`config.mk`:
```
export PLATFORM = sky130hd
export DESIGN_NAME = wred_admit
export DESIGN_NICKNAME = d
export VERILOG_FILES = /design/src/rtl/wred_admit.sv
export SDC_FILE = /design/constraint.sdc
export NUM_CORES = 1
export LEC_CHECK = 0
export CAP_MARGIN = 5
export CORE_MARGIN = 2
export CORE_UTILIZATION = 58
export CTS_CLUSTER_DIAMETER = 40
export CTS_CLUSTER_SIZE = 8
export DETAILED_ROUTE_END_ITERATION = 12
export PLACE_DENSITY = 0.85
export SYNTH_ARGS = -nofsm -noshare
export SYNTH_HDL_FRONTEND = slang
export SYNTH_SLANG_ARGS = --single-unit
```
`constraint.sdc`:
```
create_clock -name clk -period 7.3 [get_ports clk]
set_input_delay 2.19 -clock clk [delete_from_list [all_inputs] [get_ports clk]]
set_output_delay 2.19 -clock clk [all_outputs]
set_load 0.01 [all_outputs]
```
`src/rtl/wred_admit.sv`:
```
module wred_admit #(
  parameter int CNT_W   = 8,
  parameter int MAX_BUF = 96,
  parameter int THR_LO  = 72,
  parameter int THR_HI  = 84,
  parameter logic [15:0] SEED = 16'hACE1
) (
  input  logic             clk,
  input  logic             rst_n,
  input  logic             fc_en,
  input  logic             half_duplex,
  input  logic             hd_qos_en,
  input  logic [CNT_W-1:0] rsv_bufs,
  input  logic             alloc,
  input  logic             free,
  input  logic             req,
  input  logic             drop_hi,
  output logic             accept,
  output logic             drop,
  output logic [CNT_W-1:0] occ
);
  localparam logic [CNT_W-1:0] MAXC = CNT_W'(MAX_BUF);
  localparam logic [CNT_W-1:0] LOC  = CNT_W'(THR_LO);
  localparam logic [CNT_W-1:0] HIC  = CNT_W'(THR_HI);

  logic [15:0] lfsr;
  logic [1:0]  quarters;

  wire full     = (occ == MAXC);
  wire qos_on   = !half_duplex || hd_qos_en;
  wire rsv_hit  = drop_hi && ((MAXC - occ) <= rsv_bufs);
  wire wred_hit = lfsr[1:0] < quarters;
  wire refuse   = !fc_en && (full || (qos_on && (rsv_hit || wred_hit)));
  wire inc      = alloc && !free && !full;
  wire dec      = free && !alloc && (occ != '0);

  always_comb begin
    if (occ >= HIC)      quarters = drop_hi ? 2'd3 : 2'd1;
    else if (occ >= LOC) quarters = drop_hi ? 2'd2 : 2'd0;
    else                 quarters = 2'd0;
  end

  always_ff @(posedge clk or negedge rst_n) begin
    if (!rst_n) begin
      occ    <= '0;
      lfsr   <= SEED;
      accept <= 1'b0;
      drop   <= 1'b0;
    end else begin
      if (inc)      occ <= occ + 1'b1;
      else if (dec) occ <= occ - 1'b1;
      accept <= req && !refuse;
      drop   <= req && refuse;
      if (req) lfsr <= {lfsr[14:0], lfsr[15] ^ lfsr[13] ^ lfsr[12] ^ lfsr[10]};
    end
  end
endmodule

```
### After elaboration in Yosys (flattened, before gate mapping)

Index checks and enable logic that the tools add are counted.

* flip-flop bits (word level): 26
* latch bits: 0
* RAM bits: 0
* memory bits (read-only): 0
* bits of input ports: 17
* output and inout bits: 10
* logic and storage cells: 41
* memories kept: 0

* add/subtract/negate cells: 3
* $mul: 0
* div/mod/pow operators: 0
* magnitude comparators: 4
* eq/ne operators: 1
* shift-type cells: 0
* multiplexer cells: 6
* bitwise logic cells: 3
* reduce and logical (&&, ||, !) cells: 20

Operator list (number)
* $ge A8 B7 Y1 const B: 2
* $mux W8: 2
* $logic_and A1 B1 Y1: 9
* $add A8 B1 Y8 const B: 1
* $eq A8 B7 Y1 const B: 1
* $le A8 B8 Y1: 1
* $mux W2: 4
* $reduce_bool A8 Y1: 1
* $sub A7 B8 Y8 const A: 1
* $sub A8 B1 Y8 const B: 1
* $logic_not A1 Y1: 6
* $logic_or A1 B1 Y1: 3
* $xor A1 B1 Y1: 3
* $lt A2 B2 Y1: 1
* $reduce_bool A2 Y1: 1

### Longest topological paths before layout

Gate-level depths: netlist of the first run.

* depth in word-level cells: 10
* depth in mapped cells: 11
* depth with buffers taken out: 11

### Least setup slack after synthesis of the first run

No wires, ideal clock.

* path type: input to register
* start point: input port free
* end point: register occ[6]
* setup time: 0.125 ns
* data arrival time: 3.785 ns
* data required time: 7.175 ns
* slack: 3.390 ns
* cell stages on the path: 7
* buffers on the path: 0
* cell sequence: nand3b_1 -> fa_1 -> a211oi_1 -> o21bai_1 -> a21oi_1 -> xnor2_1 -> mux2_4

* longest elaborated chain between the ends: 4
* elaborated cells between the ends (all ways): 7
* those cells by class: 1 x mux; 6 x reduce/logical

Ends and longest elaborated chain
* start: declaration: line 15 `input logic free,`
* $logic_not A1 Y1: line 34 `wire inc = alloc && !free && !full;`
* $logic_and A1 B1 Y1 (2 in series): line 34
* $mux W8 or $reduce_bool A2 Y1 (tied branches)
* end signal: assignment: line 50 `if (inc) occ <= occ + 1'b1;`
* end signal: assignment: line 51 `else if (dec) occ <= occ - 1'b1;`
* end: declaration: line 20 `output logic [CNT_W-1:0] occ`

Several ways; a longest one is shown, not always the timed one.
A chain may end at the register's enable or synchronous reset.

### Worst setup path in the final report of the first run

Same ends and word-level chain as after synthesis.

==> results of run 1 <==
## cell type report
| class | count | area (µm²) |
|---|---|---|
| Clock buffer | 3 | 22.5 |
| Fill cell | 207 | 781 |
| Inverter | 11 | 41.3 |
| Multi-Input combinational cell | 116 | 1000 |
| Sequential cell | 26 | 661 |
| Tap cell | 31 | 38.8 |
| Timing Repair Buffer | 26 | 260 |
## sequential cells by signal (all words and copies together) (netlist names)
signal,flops
drop,1
occ,8
lfsr,16
accept,1
## kinds of logic (layout without fill, tap and decap cells)
logic type	after synthesis	in the layout	synth area share [%]
DFF	26	26	38.2
and+or+nand+nor	27	27	8.24
adders and majority gates	18	18	13.4
xor gates and xnor gates	16	16	8.10
AOI/OAI and AO/OA	33	33	12.5
buffers and inverters	16	40	3.98
muxes	22	22	15.5
## worst reg2reg max path, delay by kind of cell, from the launching register on
kind | cells | cell delay [ps]
adders and majority gates | 2 | 820
and+or+nand+nor | 3 | 640
DFF | 1 | 550
AOI/OAI and AO/OA | 3 | 520
muxes | 1 | 260
buffers and inverters | 1 | 160
xor gates and xnor gates | 1 | 80
## cell usage after synthesis, types with 6 or more instances
cell type | n | share of area (%)
a21oi_1 | 11 | 3.2
dfrtp_1 | 18 | 26
dfstp_2 | 8 | 12
ha_1 | 17 | 12
inv_1 | 11 | 2.4
mux2_2 | 15 | 9.8
mux2_4 | 6 | 5.2
nand2_1 | 6 | 1.3
nor2_1 | 6 | 1.3
o21ai_0 | 7 | 2.0
xnor2_1 | 10 | 5.1
xor2_1 | 6 | 3.0
## per-stage QoR
| step | hold WS [ps] | utilization, % | setup WS [ps] | power [W] | std cells |
|---|---|---|---|---|---|
| floorplan | 475 | - | 3390 | 0.000680 | 158 |
| finish | 521 | 72.2 | 3080 | 0.000891 | 213 |
| CTS | 521 | 72.2 | 3100 | 0.000898 | 213 |
| global placement | 483 | 71.4 | 2840 | 0.000806 | 210 |
| global route | 540 | 72.2 | 2900 | 0.000970 | 213 |
| detailed placement | 492 | 71.4 | 2770 | 0.000837 | 210 |
## metal layers
metal / wire length, µm / vias up / track usage [%]
met5: 0 / - / 0
met4: 25 / 0 / 4.55
met3: 110 / 4 / 4.84
met2: 1700 / 23 / 39.2
met1: 1460 / 586 / 24.1
li1: - / 606 / -
## worst paths after layout
| path | end | from |
|---|---|---|
| worst max-delay path | occ[6]$_DFFE_PN0P_ | free |
| worst min-delay path | lfsr[2]$_DFFE_PN0P_ | lfsr[2]$_DFFE_PN0P_ |
| worst max register to register | occ[6]$_DFFE_PN0P_ | occ[0]$_DFFE_PN0P_ |
| worst min register to register | lfsr[2]$_DFFE_PN0P_ | lfsr[2]$_DFFE_PN0P_ |
| max in group asynchronous | lfsr[14]$_DFFE_PN0P_ | rst_n |
| min in group asynchronous | accept$_DFF_PN0_ | rst_n |
## where the power goes
| group | switching (W) | total, W | internal [W] |
|---|---|---|---|
| Sequential | 0.0000929 | 0.000325 | 0.000232 |
| Combinational | 0.000220 | 0.000509 | 0.000289 |
| Clock | 0.0000383 | 0.0000576 | 0.0000193 |
==> impl_metrics.json, run 1 <==
{
  "status": "finished, violations left",
  "violations": "DRC",
  "cp.arrival_ps": 4430,
  "r2r_slack_ps": 4180,
  "fp.dieW_um": 58.6,
  "cts_tree": "yes",
  "slew_violations": 0,
  "drt_pass1_iterations": 9,
  "synth_edf_count": 0,
  "slowest_stage": "fa_1",
  "numCtsBuffers": 3,
  "dieArea_um2": 3440,
  "synthToLayoutAreaGrowth_pct": 17.0,
  "crit_chain": "clkdlybuf4s50_1 > nand3b_1 > fa_1 > a211oi_1 > o21bai_1 > a21oi_1 > xnor2_1 > mux2_4",
  "num_vias": 1219,
  "whs_path_depth": 1,
  "reg2reg_depth": 11,
  "grt_pass1_vias": 1313,
  "ys_ff_latch": 26,
  "final_common_cell": "clkdlybuf4s50_1",
  "path_clk_slew_ps": 120,
  "clockBufferDepth": 2,
  "worstSetupPathType": "in -> reg",
  "fmax_mhz": 237,
  "synthesis.nets": 193,
  "antenna_cells": 0,
  "ys_seq_area_share_pct": 38.2,
  "core_region_area_um2": 2810,
  "crit_required_ps": 7510,
  "via_per_inst": 5.72,
  "drt_iter0_markers": 38,
  "synthArstFlopShare_pct": 100,
  "power.density_nw_per_um2": 440,
  "syn_avg_cell_area_um2": 11.0,
  "yosysWarnings": 0,
  "crit_family": "adder cells",
  "syn-cell-area_um2": 1730,
  "crit_fanout": 9,
  "fin_nets": 219,
  "grt_pass1_wl_mm": 5.51,
  "maxSlewHeadroom_pct": 28.9,
  "clk_latency_ps": 310,
  "drc_errors": 1,
  "end_kind": "register",
  "grt-ovfl-total": 0,
  "start_util_pct": 61.7,
  "min_path_type": "reg -> reg",
  "syn_inst": 158,
  "portBuffers": 26,
  "clkSinkCount": 26,
  "rows": 19,
  "vdd_drop_max_mv": 0.335,
  "finalSetupViolCount": 0,
  "hold_violations": 0,
  "cp_num_cells": 8,
  "synth.distinct_cells": 35,
  "antenna_left": 0,
  "synth_top_flop_cell": "dfrtp_1",
  "tightest_slew_ps": 1060,
  "critPathLaunchType": "primary input",
  "dpl.hpwl_mm": 2.57,
  "die_h_um": 58.6,
  "cpPeakStageDelay_ps": 550,
  "ctsRootBufferMaster": "clkbuf_4",
  "htree_num_levels": 1,
  "wirelength_mm": 3.30,
  "wl_per_cell_um": 15.5,
  "finalCriticalPeriod_ps": 4220,
  "antenna_found_initial": 0,
  "postCtsHoldBufs": 0,
  "ioPinCount": 27,
  "p_leak_nw": 0.889,
  "tns_ps": 0,
  "final_area_um2": 2020,
  "cap_violations": 0,
  "place_congestion": 0.845,
  "rsz0062_at_grt": "false",
  "fin_crit_sh_pct": 57.7,
  "place_area_um2": 2000,
  "grt_max_degree": 27,
  "layout_common_cells": "26 x clkdlybuf4s50_1, 18 x dfrtp_1, 17 x ha_1",
  "clock_skew_ps": 0.726,
  "gr-usage-all-layers_pct": 20.9,
  "ctsResizeCount": 0,
  "final_layout_size_suffix_gt1_share_pct": 19.8,
  "post_cts_buffers": 0,
  "crit_buf_inv": 1
}
(Power assumes the default switching activity.)
==> run 2: changes to the inputs <==
- CORE_UTILIZATION: 58 -> 53
- PLACE_DENSITY: 0.85 -> 0.79
- clock period: 7.3 -> 3.93 ns (I/O delays scaled with it)
==> run 2 against run 1 <==
Against the previous run:
- the run now ends clean
- via count rose by 1.1%
- utilization fell by 5.2 points
- clock power rose by 120%
- first-iteration DRC count rose by 2.6%
==> impl_metrics.json, run 2 (synthesis results as in run 1) <==
{
  "rows": 20,
  "reg_top3": "lfsr (16), occ (8)",
  "top_register": "lfsr",
  "gr-usage-all-layers_pct": 20.4,
  "fin_nets": 220,
  "clk_latency_ps": 310,
  "dpl.hpwl_mm": 2.63,
  "slowest_stage": "fa_1",
  "cap_violations": 0,
  "finalSetupViolCount": 0,
  "crit_chain": "clkdlybuf4s50_1 > nand3b_1 > fa_1 > a211oi_1 > o21bai_1 > a21oi_1 > xnor2_1 > mux2_4",
  "min_path_type": "reg -> reg",
  "crit_fanout": 9,
  "ctsRootBufferMaster": "clkbuf_4",
  "clkSinkCount": 26,
  "critPathLaunchType": "primary input",
  "via_per_inst": 5.41,
  "finalCriticalPeriod_ps": 3230,
  "cts_tree": "yes",
  "ctsResizeCount": 0,
  "clkPwrFrac_pct": 7.6,
  "numCtsBuffers": 3,
  "num_vias": 1233,
  "rsz0062_at_grt": "false",
  "vdd_drop_max_mv": 0.432,
  "drc_errors": 0,
  "start_util_pct": 56.2,
  "final_area_um2": 2060,
  "status": "complete, no violations",
  "synthToLayoutAreaGrowth_pct": 19.2,
  "place_congestion": 0.830,
  "path_clk_slew_ps": 130,
  "worstSetupPathType": "in -> reg",
  "place_area_um2": 2030,
  "grt_max_degree": 26,
  "maxSlewHeadroom_pct": 31.6,
  "p_seq_share_pct": 36.0,
  "layout_common_cells": "26 x clkdlybuf4s50_1, 18 x dfrtp_1, 17 x ha_1",
  "final_layout_size_suffix_gt1_share_pct": 20.7,
  "crit_required_ps": 4130,
  "cp.arrival_ps": 3440,
  "portBuffers": 26,
  "ioPinCount": 27,
  "grt_pass1_wl_mm": 5.58,
  "final_common_cell": "clkdlybuf4s50_1",
  "tns_ps": 0,
  "postCtsHoldBufs": 0,
  "drt_iter0_markers": 39,
  "clock_skew_ps": 7.68,
  "htree_num_levels": 1,
  "grt_pass1_vias": 1302,
  "post_cts_buffers": 0,
  "hold_violations": 0,
  "p_sw_share_pct": 38.9,
  "fp.dieW_um": 61.1,
  "tightest_slew_ps": 1020,
  "crit_family": "adder cells",
  "drt_pass1_iterations": 4,
  "antenna_left": 0,
  "p_int_w": 0.00103,
  "fin_crit_sh_pct": 82.3,
  "largest_reg_flops": 16,
  "dieArea_um2": 3740,
  "power.density_nw_per_um2": 814,
  "power_frac_comb_pct": 56.4,
  "crit_buf_inv": 1,
  "cpPeakStageDelay_ps": 540,
  "p_leak_nw": 0.901,
  "die_h_um": 61.1,
  "clockBufferDepth": 2,
  "switching_power_w": 0.000652,
  "core_region_area_um2": 3080,
  "grt-ovfl-total": 0,
  "wl_per_cell_um": 14.7,
  "end_kind": "register",
  "fmax_mhz": 309,
  "wirelength_mm": 3.35,
  "fin_util_pct": 67.0,
  "slew_violations": 0,
  "antenna_cells": 0,
  "antenna_found_initial": 0
}
run 2: changes by cell type in the layout (fill, tap and decap cells not counted):
| cell | delta |
|---|---|
| clkbuf_8 | +1 |
| buf_4 | +1 |
run 2: stage by stage:
| stage | std cells | power [W] | worst slack, ps | hold slack [ps] |
|---|---|---|---|---|
| 2_1_floorplan | 158 | 0.00126 | 1030 | 475 |
| 3_3_place_gp | 224 | 0.00150 | 481 | 483 |
| 3_5_place_dp | 224 | 0.00156 | 335 | 491 |
| 4_1_cts | 228 | 0.00169 | 691 | 524 |
| 5_1_grt | 228 | 0.00183 | 496 | 541 |
| 6_report | 228 | 0.00168 | 696 | 517 |
run 2: metal layers:
layer	part of all wire (%)	routed length (µm)	GRT usage, %
met5	0	0	0
met4	1.3	44	7.14
met3	5.0	166	5.46
met2	51	1700	35.3
met1	43	1430	24.6
run 2: worst paths after layout:
kind / from / end / slack [ps] / cells past startpoint
worst max-delay path: free / occ[6]$_DFFE_PN0P_ / 700 / 8
worst min-delay path: lfsr[8]$_DFFE_PN0P_ / lfsr[9]$_DFFE_PN0P_ / 520 / 1
worst max register to register: occ[0]$_DFFE_PN0P_ / occ[6]$_DFFE_PN0P_ / 790 / 11
worst min register to register: lfsr[8]$_DFFE_PN0P_ / lfsr[9]$_DFFE_PN0P_ / 520 / 1
max in group asynchronous: rst_n / lfsr[7]$_DFFE_PN1P_ / 1810 / 2
min in group asynchronous: rst_n / accept$_DFF_PN0_ / 1410 / 1
run 2: layout make-up:
cell class	instances	area, µm²
clock buffer	4	36.3
fill	238	1020
inverter	11	41.3
multi-input combinational	116	1000
sequential	26	661
tap	44	55.1
timing repair buffer	27	268
run 2: power by group through the flow:
stage / Clock [W] / Sequential (W) / Combinational, W
6_report: 0.000127 / 0.000604 / 0.000946
5_1_grt: 0.000144 / 0.000631 / 0.00106
4_1_cts: 0.000133 / 0.000605 / 0.000955
3_5_place_dp: 0 / 0.000611 / 0.000949
3_3_place_gp: 0 / 0.000602 / 0.000897
2_1_floorplan: 0 / 0.000563 / 0.000700
